==> src/rtl/spi_tx_pkg.sv <==
// Shared constants for the SPI transmitter: interrupt vector width and bit slots.
package spi_tx_pkg;
    localparam int IRQ_W   = 3;
    localparam int IRQ_TX  = 0;   // queue level or end-of-transmission
    localparam int IRQ_ROR = 1;   // receive overrun
    localparam int IRQ_DMA = 2;   // DMA programmed count handed over
endpackage

==> src/rtl/spi_tx_fifo.sv <==
// Transmit word queue.
// Circular buffer with an occupancy count. Pushes while full and pops while
// empty are ignored. Assumes one push and one pop at most per cycle.
module spi_tx_fifo #(
    parameter int DATA_W = 16,
    parameter int DEPTH  = 8,
    localparam int PTR_W = (DEPTH > 1) ? $clog2(DEPTH) : 1,
    localparam int CNT_W = $clog2(DEPTH + 1)
) (
    input  logic              clk,
    input  logic              rst_n,
    input  logic              push,
    input  logic [DATA_W-1:0] push_data,
    input  logic              pop,
    output logic [DATA_W-1:0] pop_data,
    output logic [CNT_W-1:0]  count,
    output logic              full,
    output logic              empty
);
    logic [DATA_W-1:0] mem [DEPTH];
    logic [PTR_W-1:0]  wr_ptr, rd_ptr;
    logic              do_push, do_pop;

    assign full     = (count == CNT_W'(DEPTH));
    assign empty    = (count == '0);
    assign do_push  = push && !full;
    assign do_pop   = pop && !empty;
    assign pop_data = mem[rd_ptr];

    // Store the accepted word at the write pointer.
    always_ff @(posedge clk) begin
        if (do_push) mem[wr_ptr] <= push_data;
    end

    // Advance pointers with wrap, and track occupancy.
    always_ff @(posedge clk) begin
        if (!rst_n) begin
            wr_ptr <= '0;
            rd_ptr <= '0;
            count  <= '0;
        end else begin
            if (do_push) wr_ptr <= (wr_ptr == PTR_W'(DEPTH - 1)) ? '0 : wr_ptr + 1'b1;
            if (do_pop)  rd_ptr <= (rd_ptr == PTR_W'(DEPTH - 1)) ? '0 : rd_ptr + 1'b1;
            case ({do_push, do_pop})
                2'b10:   count <= count + 1'b1;
                2'b01:   count <= count - 1'b1;
                default: count <= count;
            endcase
        end
    end

    AST_POP_NONEMPTY: assert property (@(posedge clk) disable iff (!rst_n)
        pop |-> !empty);
endmodule

==> src/rtl/spi_tx_shifter.sv <==
// Mode-0 MSB-first serializer.
// Pulls a word from the queue when idle, or at the final falling sclk edge of
// the current word, so back-to-back words run without a gap. Each sclk
// half period lasts half_div+1 clocks. Assumes half_div is held steady during a word.
module spi_tx_shifter #(
    parameter int DATA_W = 16,
    parameter int DIV_W  = 8,
    localparam int IDX_W = (DATA_W > 1) ? $clog2(DATA_W) : 1
) (
    input  logic              clk,
    input  logic              rst_n,
    input  logic              enable,
    input  logic [DIV_W-1:0]  half_div,
    input  logic              have_word,
    input  logic [DATA_W-1:0] word,
    output logic              pop,
    output logic              active,
    output logic              sclk,
    output logic              mosi
);
    logic [DATA_W-1:0] sh;
    logic [DIV_W-1:0]  divcnt;
    logic [IDX_W-1:0]  bit_idx;
    logic              tick, last_fall;

    assign tick      = active && (divcnt == half_div);
    assign last_fall = tick && sclk && (bit_idx == '0);
    assign pop       = enable && have_word && (!active || last_fall);
    assign mosi      = active ? sh[DATA_W-1] : 1'b0;

    // Load, toggle sclk on divider ticks, shift on falling edges.
    always_ff @(posedge clk) begin
        if (!rst_n) begin
            sh      <= '0;
            divcnt  <= '0;
            bit_idx <= '0;
            active  <= 1'b0;
            sclk    <= 1'b0;
        end else if (pop) begin
            sh      <= word;
            divcnt  <= '0;
            bit_idx <= IDX_W'(DATA_W - 1);
            active  <= 1'b1;
            sclk    <= 1'b0;
        end else if (active) begin
            if (tick) begin
                divcnt <= '0;
                if (!sclk) begin
                    sclk <= 1'b1;
                end else begin
                    sclk <= 1'b0;
                    if (bit_idx == '0) begin
                        active <= 1'b0;
                    end else begin
                        sh      <= sh << 1;
                        bit_idx <= bit_idx - 1'b1;
                    end
                end
            end else begin
                divcnt <= divcnt + 1'b1;
            end
        end
    end

    AST_MOSI_STABLE: assert property (@(posedge clk) disable iff (!rst_n)
        (sclk && $past(sclk)) |-> $stable(mosi));
endmodule

==> src/rtl/spi_tx_irq.sv <==
// Interrupt status, routing and masking.
// The transmit bit is a live level (queue at or below threshold) or a sticky
// end-of-transmission flag, depending on eot_mode. The DMA-done and overrun
// bits are sticky with write-1-to-clear, and a set wins over a clear.
// In DMA mode the level source is kept off the line.
module spi_tx_irq
    import spi_tx_pkg::*;
#(
    parameter int CNT_W     = 4,
    parameter int LEVEL_THR = 4
) (
    input  logic             clk,
    input  logic             rst_n,
    input  logic             eot_mode,
    input  logic             dma_en,
    input  logic [IRQ_W-1:0] mask,
    input  logic [IRQ_W-1:0] clear,
    input  logic [CNT_W-1:0] fifo_count,
    input  logic             busy,
    input  logic             dma_done_evt,
    input  logic             ovr_evt,
    output logic [IRQ_W-1:0] raw,
    output logic [IRQ_W-1:0] masked,
    output logic             irq
);
    logic busy_q, eot_q, dma_q, ovr_q, eot_set;
    logic [IRQ_W-1:0] route;

    assign eot_set = eot_mode && busy_q && !busy;

    // Track busy, and latch the sticky sources with write-1-to-clear.
    always_ff @(posedge clk) begin
        if (!rst_n) begin
            busy_q <= 1'b0;
            eot_q  <= 1'b0;
            dma_q  <= 1'b0;
            ovr_q  <= 1'b0;
        end else begin
            busy_q <= busy;
            eot_q  <= eot_set      || (eot_q && !clear[IRQ_TX]);
            dma_q  <= dma_done_evt || (dma_q && !clear[IRQ_DMA]);
            ovr_q  <= ovr_evt      || (ovr_q && !clear[IRQ_ROR]);
        end
    end

    // Build the raw vector, apply DMA-mode routing and the mask.
    always_comb begin
        raw           = '0;
        raw[IRQ_TX]   = eot_mode ? eot_q : (fifo_count <= CNT_W'(LEVEL_THR));
        raw[IRQ_ROR]  = ovr_q;
        raw[IRQ_DMA]  = dma_q;
        route         = '1;
        route[IRQ_TX] = !dma_en || eot_mode;
        masked        = raw & mask & route;
        irq           = |masked;
    end

    AST_DMADONE_STICKY: assert property (@(posedge clk) disable iff (!rst_n)
        ($past(raw[IRQ_DMA]) && !$past(clear[IRQ_DMA])) |-> raw[IRQ_DMA]);
endmodule

==> src/rtl/spi_tx_dmairq.sv <==
// SPI master transmit path with DMA-aware interrupt routing.
// The queue is fed by the CPU, or by a DMA request/acknowledge handshake when
// cfg_dma_en is set. CS and busy cover every queued and shifting word.
// Assumes the DMA engine only acknowledges while dma_req is high.
module spi_tx_dmairq
    import spi_tx_pkg::*;
#(
    parameter int DATA_W    = 16,
    parameter int DEPTH     = 8,
    parameter int LEVEL_THR = 4,
    parameter int DIV_W     = 8,
    localparam int CNT_W    = $clog2(DEPTH + 1)
) (
    input  logic              clk,
    input  logic              rst_n,
    input  logic              cfg_enable,
    input  logic              cfg_dma_en,
    input  logic              cfg_eot_mode,
    input  logic [DIV_W-1:0]  cfg_half_div,
    input  logic [IRQ_W-1:0]  irq_mask,
    input  logic [IRQ_W-1:0]  irq_clear,
    output logic [IRQ_W-1:0]  irq_raw,
    output logic [IRQ_W-1:0]  irq_masked,
    output logic              irq,
    input  logic              cpu_wr_valid,
    input  logic [DATA_W-1:0] cpu_wr_data,
    output logic              cpu_wr_ready,
    output logic              dma_req,
    input  logic              dma_ack,
    input  logic [DATA_W-1:0] dma_data,
    input  logic              dma_last,
    input  logic              rx_overrun,
    output logic              busy,
    output logic              sclk,
    output logic              mosi,
    output logic              cs_n
);
    logic              push, pop, full, empty, active;
    logic [DATA_W-1:0] push_data, pop_data;
    logic [CNT_W-1:0]  count;

    // Select the queue feeder by mode.
    always_comb begin
        push      = cfg_dma_en ? dma_ack  : cpu_wr_valid;
        push_data = cfg_dma_en ? dma_data : cpu_wr_data;
    end

    assign cpu_wr_ready = !cfg_dma_en && !full;
    assign dma_req      = cfg_enable && cfg_dma_en && !full;
    assign busy         = active || !empty;
    assign cs_n         = !busy;

    spi_tx_fifo #(.DATA_W(DATA_W), .DEPTH(DEPTH)) u_fifo (
        .clk(clk), .rst_n(rst_n), .push(push), .push_data(push_data),
        .pop(pop), .pop_data(pop_data), .count(count), .full(full), .empty(empty)
    );

    spi_tx_shifter #(.DATA_W(DATA_W), .DIV_W(DIV_W)) u_shift (
        .clk(clk), .rst_n(rst_n), .enable(cfg_enable), .half_div(cfg_half_div),
        .have_word(!empty), .word(pop_data), .pop(pop), .active(active),
        .sclk(sclk), .mosi(mosi)
    );

    spi_tx_irq #(.CNT_W(CNT_W), .LEVEL_THR(LEVEL_THR)) u_irq (
        .clk(clk), .rst_n(rst_n), .eot_mode(cfg_eot_mode), .dma_en(cfg_dma_en),
        .mask(irq_mask), .clear(irq_clear), .fifo_count(count), .busy(busy),
        .dma_done_evt(cfg_dma_en && dma_ack && dma_last), .ovr_evt(rx_overrun),
        .raw(irq_raw), .masked(irq_masked), .irq(irq)
    );

    AST_SCLK_IDLE: assert property (@(posedge clk) disable iff (!rst_n)
        !busy |-> !sclk);
    AST_DMA_REQ_SPACE: assert property (@(posedge clk) disable iff (!rst_n)
        dma_req |-> (count < CNT_W'(DEPTH)));
endmodule

==> config.mk <==
export PLATFORM = sky130hd
export DESIGN_NAME = spi_tx_dmairq
export DESIGN_NICKNAME = d
export VERILOG_FILES = /design/src/rtl/spi_tx_pkg.sv /design/src/rtl/spi_tx_fifo.sv /design/src/rtl/spi_tx_shifter.sv /design/src/rtl/spi_tx_irq.sv /design/src/rtl/spi_tx_dmairq.sv
export SDC_FILE = /design/constraint.sdc
export NUM_CORES = 1
export LEC_CHECK = 0
export BUFFER_PORTS_ARGS = -buffer_cell sky130_fd_sc_hd__buf_2
export CAP_MARGIN = 20
export CELL_PAD_IN_SITES_DETAIL_PLACEMENT = 0
export CELL_PAD_IN_SITES_GLOBAL_PLACEMENT = 2
export CORE_ASPECT_RATIO = 0.9
export CORE_MARGIN = 1.5
export CORE_UTILIZATION = 40
export CTS_CLUSTER_SIZE = 10
export DETAILED_ROUTE_END_ITERATION = 10
export GPL_ROUTABILITY_DRIVEN = 1
export PLACE_DENSITY = 0.85
export SETUP_SLACK_MARGIN = 0.3
export SYNTH_ARGS = -nofsm -noshare
export SYNTH_HDL_FRONTEND = slang
export SYNTH_SLANG_ARGS = --single-unit
==> constraint.sdc <==
create_clock -name clk -period 3.6 [get_ports clk]
set_input_delay 0.18 -clock clk [delete_from_list [all_inputs] [get_ports clk]]
set_output_delay 0.18 -clock clk [all_outputs]
set_load 0.1 [all_outputs]
==> impl_metrics.ini, run 1 <==
[drt]
drt_iter0_markers = 203
drcViolationCount = 0
routed_wirelength_um = 14160
viasPerCell = 5.150
first_pass_iters = 4
ant_nets = 0
drt-wirelength-per-cell_um = 17.52
vias = 4161

[grt]
grt_max_degree = 48
antenna_found_initial = 0
grt-busiest-layer = met2
grt_util_all_layers_pct = 15.68
groute.layer.met2.usage_pct = 26.67
grt_pass1_vias = 4236
met3_usage_pct = 3.529
grt_pass1_wl_um = 22980
groute.layer.met1.usage_pct = 19.79
grt_overflow = 0

[worst_setup_path]
slowest_stage = or4_1
critPathKind = reg -> reg
ff2ff_setup_slack_ns = 0.61
crit_chain = inv_1, ha_1, nor3b_4, nand2_1, or4_1, a21o_1, clkinvlp_4, ha_4, xor2_1, ha_1, a21oi_1, xor2_1, nor2_1, mux2i_1, mux2i_1
crit_arrival_ns = 3.34
crit_required_ns = 3.95
start_kind = register
end_kind = register
cpPeakStageDelay_ns = 0.53
critical_path.max_fanout = 6

[floorplanning]
start_util_pct = 41.43
die-area_um2 = 19310
io_pins = 68
die_x_um = 146.3
row_count = 46
die_height_um = 132.0
core_um2 = 17840

[sta]
slew_violations = 0
finalCritPeriodShare_pct = 83.08
fin_setup_tns_ns = 0
min_period_ns = 2.991
tightest_slew_ns = 1.006
rsz0062_at_grt = false
max_slew_margin_pct = 32.82
clock.fmax_mhz = 334.4
setup-violations-final = 0
fin_skew_ns = 0.01018
finalHoldViolations = 0

[cts]
cts_root_buf = clkbuf_16
cts_tree = yes
cts_made_buffers = 17
clk_latency_ns = 0.44
h-tree-depth = 4
cts_sinks = 175
cts_buffer_depth = 2
clkTransAtPathRegs_ns = 0.07

[cells_and_area]
drive_gt1_share_pct = 34.15
design_area_um2 = 8713
layout_common_cells = 128 x edfxtp_1, 67 x buf_2, 44 x dfxtp_1
final_common_cell = edfxtp_1
num_antenna_cells = 0
fillerInstances = 1536
fin_cells = 808
num-nets-final = 619
area_delta_synth_final_pct = 17.87

[synth]
syn_nets = 542
ys.flop_type = edfxtp_1
yosys_warnings = 0
postSynthAreaPerCell_um2 = 15.46
ys_types = 44
synth-seq-cells = 175
seq_area_frac_synth_pct = 64.73
synth_edf_count = 128
ys_async_sr_fraction_pct = 0
synthCells = 478
netlist_area_um2 = 7392

[place]
gp_congestion = 0.7568
io_buffers = 67
place_inst = 772
dp_hpwl_um = 8880
dpl_cell_area_um2 = 8094

[power_and_ir_drop]
power_density_nw_per_um2 = 670.0
p_leak_nw = 3.011
vdd_ir_drop_max_mv = 0.4610
p_total_mw = 5.838

[flow_run]
maxCapViolations = 0

[run_status]
status = complete, no violations

[hold_path]
hold_path_class = in -> reg
==> flip-flops by register name (all words and copies together) (netlist names), named ones only <==
signal	flops
u_fifo.count	4
u_fifo.mem	128
u_fifo.rd_ptr	3
u_fifo.wr_ptr	3
u_irq.busy_q	1
u_irq.dma_q	1
u_irq.eot_q	1
u_irq.ovr_q	1
u_shift.active	1
u_shift.bit_idx	4
u_shift.divcnt	8
u_shift.sclk	1
u_shift.sh	16
==> what timing repair did <==
action,CTS,global route
hold buffers,1,0
endpoints found under the setup margin,1,1
endpoints found under the hold margin,1,0
setup buffers,0,3
gates resized for setup,1,3
==> per-stage QoR <==
stage | utilization, % | hold slack, ns | setup slack [ns]
2_1_floorplan | - | 0.3038 | 0.4130
5_1_grt | 48.84 | 0.04594 | 0.3220
3_5_place_dp | 45.36 | 0.3983 | 0.3155
6_report | 48.84 | 0.01295 | 0.6091
3_3_place_gp | 45.36 | 0.3902 | 0.4046
4_1_cts | 48.60 | 0.001413 | 0.3673
==> cell usage after synthesis (2+ instances only) <==
cell / instances / area [um2]
a211o_1: 3 / 26.28
a21boi_0: 10 / 75.07
a21boi_1: 2 / 15.01
a21o_1: 2 / 15.01
a21oi_1: 15 / 75.07
and2_1: 3 / 18.77
and3_1: 9 / 56.30
buf_1: 3 / 11.26
buf_2: 6 / 30.03
buf_4: 4 / 30.03
clkbuf_1: 15 / 56.30
dfxtp_1: 47 / 940.9
edfxtp_1: 128 / 3844
ha_1: 9 / 112.6
inv_1: 10 / 37.54
mux2_2: 31 / 349.1
mux2i_1: 20 / 200.2
mux4_2: 32 / 720.7
nand2_1: 21 / 78.83
nand2b_1: 4 / 25.02
nand3_1: 5 / 25.02
nand3b_1: 3 / 22.52
nand4_1: 5 / 31.28
nor2_1: 15 / 56.30
nor2b_1: 5 / 31.28
nor3_1: 3 / 15.01
nor3b_1: 7 / 52.55
nor3b_2: 2 / 25.02
o211ai_1: 2 / 15.01
o21a_1: 2 / 15.01
o21ai_0: 18 / 90.09
o2bb2ai_1: 2 / 17.52
or3_1: 5 / 31.28
or4_1: 2 / 15.01
xnor2_1: 13 / 113.9
xor2_1: 7 / 61.31
==> critical path, delay by kind of cell, from the launching register on <==
family / cells / cell delay [ns]
DFF: 1 / 0.33
xor gates and xnor gates: 2 / 0.24
and+or+nand+nor: 4 / 0.85
adders and majority gates: 3 / 0.54
AOI/OAI and AO/OA: 2 / 0.38
muxes: 2 / 0.36
buffers and inverters: 2 / 0.20
==> routing by layer <==
layer	part of all wire (%)	up-vias
met4	1.6	0
met5	0	-
met3	3.6	25
met1	44	2070
li1	-	1988
met2	50	78
==> area by class of cell <==
type	instances	area (um2)	share of cell area (%)
Timing Repair Buffer	86	518.0	5.945
Multi-Input combinational cell	264	2497	28.66
Tap cell	240	300.3	3.446
Sequential cell	175	4788	54.95
Inverter	11	45.04	0.5169
Clock buffer	21	471.7	5.414
Clock inverter	11	92.59	1.063
==> cells by family (layout without fill, tap and decap cells) <==
family                   count (synthesis)  count (layout)  synth area share (%)
AO/OA/AOI/OAI                           61              61                 5.163
buffers and inverters                   39             129                 2.285
flip-flops                             175             175                 64.73
adder cells (fa/ha/maj)                  9               9                 1.523
XOR/XNOR                                20              20                 2.370
multiplexers                            83              83                 17.18
AND/OR/NAND/NOR                         91              91                 6.753
==> worst paths after layout <==
| kind | start | to | cells past startpoint |
|---|---|---|---|
| min reg2reg | u_shift.sh[15] | u_shift.sh[15] | 2 |
| min | irq_clear[2] | u_irq.dma_q | 3 |
| max | u_shift.bit_idx[0] | u_fifo.count[2] | 15 |
| max reg2reg | u_shift.bit_idx[0] | u_fifo.count[2] | 15 |
==> report_power, final <==
part,total (mW),internal [mW],switching (mW)
registers,2.59,2.39,0.203
logic,1.49,0.658,0.831
clock network,1.76,0.961,0.794
No activity file was read; power rests on OpenSTA's default activity.
==> run 2: changes to the inputs <==
==> constraint.sdc (replaced) <==
create_clock -name clk -period 3.05 [get_ports clk]
set_input_delay 0.1525 -clock clk [delete_from_list [all_inputs] [get_ports clk]]
set_output_delay 0.1525 -clock clk [all_outputs]
set_load 0.1 [all_outputs]
==> run 2 against run 1 <==
Count of clock-buffer cells in the layout decreased by 3. Sequential share of layout area decreased by 0.80 points. Non-clock buffer count up 14. Wire length is 0.67% higher.
==> impl_metrics.ini, run 2 (synthesis results as in run 1) <==
[run_status]
status = complete, no violations

[cells_and_area]
fillerInstances = 1528
largest-register = u_fifo.mem
top_regs = u_fifo.mem: 128 flops, u_shift.sh: 16 flops, u_shift.divcnt: 8 flops
final_common_cell = edfxtp_1
largest_reg_flops = 128
layout_common_cells = 128 x edfxtp_1, 67 x buf_2, 43 x dfxtp_1
area_delta_synth_final_pct = 19.65
design_area_um2 = 8845
fin_cells = 822
num_antenna_cells = 0
post-route-util_pct = 49.57
drive_gt1_share_pct = 36.77
num-nets-final = 633

[sta]
clock.fmax_mhz = 376.4
tightest_slew_ns = 0.7116
worst_slack_ns = 0.3932
finalCritPeriodShare_pct = 87.11
max_slew_margin_pct = 52.56
setup-violations-final = 0
min_period_ns = 2.657
fin_setup_tns_ns = 0
slew_violations = 0
fin_skew_ns = 0.01087
rsz0062_at_grt = true
fin_hold_ws_ns = 0.02819
finalHoldViolations = 0

[power_and_ir_drop]
internal_power_mw = 4.829
p_sw_mw = 2.219
vdd_ir_drop_max_mv = 0.5110
power.clock.fraction_pct = 30.0
p_total_mw = 7.047
sw_frac_of_total_pct = 31.48
p_seq_share_pct = 42.7
pwr-share-comb_pct = 27.3
power_density_nw_per_um2 = 796.8
p_leak_nw = 3.084

[floorplanning]
core_um2 = 17840
row_count = 46
start_util_pct = 41.43
io_pins = 68
die_x_um = 146.3
die-area_um2 = 19310
die_height_um = 132.0

[drt]
first_pass_iters = 7
drt-wirelength-per-cell_um = 17.34
routed_wirelength_um = 14250
vias = 4222
ant_nets = 0
viasPerCell = 5.136
drt_iter0_markers = 268
drcViolationCount = 0

[cts]
cts_root_buf = clkbuf_16
cts_sinks = 175
clk_latency_ns = 0.43
cts_tree = yes
cts_made_buffers = 17
cts_buffer_depth = 2
h-tree-depth = 4
clkTransAtPathRegs_ns = 0.07

[worst_setup_path]
crit_chain = inv_2, ha_4, nor3b_4, nand2_1, or4_4, a21o_1, clkinv_2, ha_4, xor2_2, ha_2, a21oi_2, xor2_1, nor2_1, mux2i_1, mux2i_1
slowest_stage = or4_4
critPathKind = reg -> reg
critical_path.top_delay_family = simple AND/OR/NAND/NOR gates
crit_arrival_ns = 3.01
critical_path.max_fanout = 2
end_kind = register
start_kind = register
critPathBufInv = 2
cpPeakStageDelay_ns = 0.48
crit_required_ns = 3.40

[hold_path]
hold_path_class = in -> reg

[place]
dpl_cell_area_um2 = 8142
io_buffers = 67
gp_congestion = 0.7405
dp_hpwl_um = 8934
place_inst = 780
dpl_worst_slack_ns = 0.1291

[flow_run]
maxCapViolations = 0

[grt]
antenna_found_initial = 0
grt_util_all_layers_pct = 15.57
grt_max_degree = 48
grt_pass1_vias = 4312
grt_overflow = 0
grt_pass1_wl_um = 22800
-- run 2: changes by cell type in the layout (fill, tap and decap cells not counted), moves of 2 or more --
| cell | before | now |
|---|---|---|
| buf_12 | 3 | 1 |
| buf_4 | 15 | 29 |
| clkinv_4 | 0 | 2 |
| dlygate4sd3_1 | 1 | 3 |
| ha_1 | 8 | 6 |
| inv_1 | 10 | 8 |
| inv_2 | 0 | 2 |
| inv_6 | 7 | 4 |
| inv_8 | 1 | 4 |
-- run 2: final timing paths --
check,slack (ns),from,endpoint,cells past startpoint
max,0.39,u_shift.bit_idx[0],u_fifo.count[2],15
min,0.03,irq_clear[1],u_irq.ovr_q,3
max reg2reg,0.39,u_shift.bit_idx[0],u_fifo.count[2],15
min reg2reg,0.46,u_shift.sh[15],u_shift.sh[15],2
-- run 2: final cells by class --
type	instances	area, um2	area share (%)
sequential	175	4790	54.15
multi-input combinational	264	2534	28.65
clock buffer	18	429.2	4.852
clock inverter	14	146.4	1.655
timing repair buffer	100	603.1	6.819
tap	240	300.3	3.395
inverter	11	42.54	0.4810
-- run 2: metal layers --
metal	part of all wire (%)	vias up	global-route usage [%]
li1	-	2014	-
met1	44	2107	19.60
met2	51	86	26.49
met3	3.8	15	3.564
met4	1.3	0	5.387
met5	0	-	0
-- run 2: tightest hold or removal path, delay by kind of cell --
family / cells / cell delay (ns)
simple gates: 1 / 0.03
buf+inv: 1 / 0.08
compound gates: 1 / 0.15
-- run 2: timing repair --
| action | in CTS | in global routing |
|---|---|---|
| hold endpoints to repair | 2 | 0 |
| pin swaps | 3 | 5 |
| setup buffers | 4 | 3 |
| gates resized for setup | 9 | 4 |
| endpoints found under the setup margin | 2 | 2 |
| hold buffers | 3 | 0 |
| gates cloned | 0 | 0 |
-- run 2: power by group through the flow --
| stage | combinational (mW) | clock, mW | sequential [mW] |
|---|---|---|---|
| 6_report | 1.93 | 2.11 | 3.01 |
| 5_1_grt | 2.11 | 2.25 | 3.04 |
| 4_1_cts | 1.90 | 2.15 | 3.01 |
| 3_5_place_dp | 1.82 | 0 | 3.05 |
| 3_3_place_gp | 1.80 | 0 | 3.04 |
| 2_1_floorplan | 1.47 | 0 | 2.98 |
==> run 3: changes to the inputs <==
--- a/config.mk
+++ b/config.mk
@@ -10,12 +10,11 @@
 export CELL_PAD_IN_SITES_DETAIL_PLACEMENT = 0
 export CELL_PAD_IN_SITES_GLOBAL_PLACEMENT = 2
 export CORE_ASPECT_RATIO = 0.9
-export CORE_MARGIN = 1.5
-export CORE_UTILIZATION = 40
+export CORE_UTILIZATION = 43
 export CTS_CLUSTER_SIZE = 10
 export DETAILED_ROUTE_END_ITERATION = 10
 export GPL_ROUTABILITY_DRIVEN = 1
-export PLACE_DENSITY = 0.85
+export PLACE_DENSITY = 0.9
 export SETUP_SLACK_MARGIN = 0.3
 export SYNTH_ARGS = -nofsm -noshare
 export SYNTH_HDL_FRONTEND = slang
==> run 3 against run 2 <==
Sequential cell count stayed put. Cell count is 4.3% lower. Sequential share of layout area is 0.79 points higher. Fmax is 4.5% lower. Critical path type unchanged. Largest cell class unchanged.
==> impl_metrics.ini, run 3 (synthesis results as in run 1) <==
[sta]
rsz0062_at_grt = true
max_slew_margin_pct = 48.67
min_period_ns = 2.782
slew_violations = 0
finalHoldViolations = 0
finalCritPeriodShare_pct = 91.21
fin_skew_ns = 0.01339
setup-violations-final = 0
fin_hold_ws_ns = 0.03259
clock.fmax_mhz = 359.5
tightest_slew_ns = 0.7700

[worst_setup_path]
cpPeakStageDelay_ns = 0.48
end_kind = register
critical_path.top_delay_family = simple AND/OR/NAND/NOR gates
crit_required_ns = 3.41
critical_path.max_fanout = 3
start_kind = register
slowest_stage = or4_4
critPathKind = reg -> reg
crit_arrival_ns = 3.14
crit_chain = inv_2, ha_4, nor3b_4, nand2_1, or4_4, a21o_1, clkinv_2, ha_4, xor2_2, ha_2, a21oi_2, xor2_1, nor2_1, mux2i_1, mux2i_1
critPathBufInv = 2
ff2ff_setup_slack_ns = 0.27

[drt]
routed_wirelength_um = 14170
drt_iter0_markers = 269
drt-wirelength-per-cell_um = 18.01
first_pass_iters = 4
drcViolationCount = 0
viasPerCell = 5.441
vias = 4282
ant_nets = 0

[cts]
h-tree-depth = 4
cts_buffer_depth = 2
cts_sinks = 175
clk_latency_ns = 0.43
cts_root_buf = clkbuf_16
cts_made_buffers = 17
cts_tree = yes
clkTransAtPathRegs_ns = 0.06

[place]
dpl_cell_area_um2 = 8061
io_buffers = 67
gp_congestion = 0.7524
dp_hpwl_um = 8392

[floorplanning]
die-area_um2 = 17720
start_util_pct = 43.91
row_count = 45
core_um2 = 16830
io_pins = 68
die_height_um = 126.4
die_x_um = 140.2

[cells_and_area]
post-route-util_pct = 51.78
top_regs = u_fifo.mem: 128 flops, u_shift.sh: 16 flops, u_shift.divcnt: 8 flops
design_area_um2 = 8717
area_delta_synth_final_pct = 17.92
final_common_cell = edfxtp_1
largest_reg_flops = 128
num_antenna_cells = 0
num-nets-final = 627
drive_gt1_share_pct = 35.76
layout_common_cells = 128 x edfxtp_1, 67 x buf_2, 43 x dfxtp_1
fillerInstances = 1369
largest-register = u_fifo.mem

[grt]
antenna_found_initial = 0
met3_usage_pct = 4.115
grt-busiest-layer = met2
groute.layer.met1.usage_pct = 22.72
grt_pass1_wl_um = 22850
grt_overflow = 0
grt_pass1_vias = 4253
grt_max_degree = 48
grt_util_all_layers_pct = 17.44
groute.layer.met2.usage_pct = 28.12

[power_and_ir_drop]
power_density_nw_per_um2 = 787.6
p_total_mw = 6.866
vdd_ir_drop_max_mv = 0.5307
p_leak_nw = 3.037

[run_status]
status = complete, no violations

[flow_run]
maxCapViolations = 0

[hold_path]
hold_path_class = in -> reg
[run 3: changes by cell type in the layout (fill, tap and decap cells not counted)]
| cell | delta |
|---|---|
| buf_4 | -7 |
| buf_6 | +1 |
| bufinv_16 | -1 |
| clkbuf_1 | +2 |
| clkbuf_8 | +1 |
| clkinv_2 | +2 |
| clkinv_4 | -1 |
| inv_6 | +1 |
| inv_8 | -4 |
| nor3_2 | +1 |
| nor3_4 | -1 |
[run 3: final cells by class]
type	instances	area (um2)	share of cell area, %
multi-input cells	264	2527	28.99
clock inverters	11	81.33	0.9330
well taps	211	264.0	3.029
repair buffers	94	561.8	6.445
clock buffers	21	450.4	5.167
inverters	11	42.54	0.4880
flip-flops and latches	175	4790	54.94
[run 3: timing repair]
action                                 CTS  global route
gates resized for setup                  9             5
setup buffers                            2             4
hold buffers                             3             0
pin swaps                                4             8
setup endpoints to repair                2             2
endpoints found under the hold margin    2             0
cloned                                   0             0
[run 3: layer usage]
layer,wire length (um),up-vias,share of wire (%)
met5,0,-,0
met4,276,0,1.9
met3,588,25,4.1
met2,6865,108,48
met1,6439,2139,45
li1,-,2010,-
[run 3: final timing paths]
kind	startpoint	endpoint	cells after the start
min	irq_clear[1]	u_irq.ovr_q	3
min reg2reg	u_shift.sh[15]	u_shift.sh[15]	2
max	u_shift.bit_idx[1]	u_fifo.count[2]	15
max reg2reg	u_shift.bit_idx[1]	u_fifo.count[2]	15
[run 3: per-stage QoR]
| step | worst slack [ns] | cells | TNS (ns) |
|---|---|---|---|
| finish | 0.2682 | 787 | 0 |
| global route | 0.02348 | 787 | 0 |
| CTS | 0.2540 | 783 | 0 |
| detailed placement | 0.1372 | 746 | 0 |
| global placement | 0.1964 | 746 | 0 |
| floorplan | -0.1095 | 478 | -0.1095 |
[run 3: tightest hold or removal path: cells and delay by family]
kind / cells / cell delay, ns
AO/OA/AOI/OAI: 1 / 0.15
AND/OR/NAND/NOR: 1 / 0.03
buffers and inverters: 1 / 0.07
[run 3: report_power, final]
part / switching [mW] / internal [mW]
logic: 1.06 / 0.825
clock network: 0.882 / 1.07
registers: 0.201 / 2.83
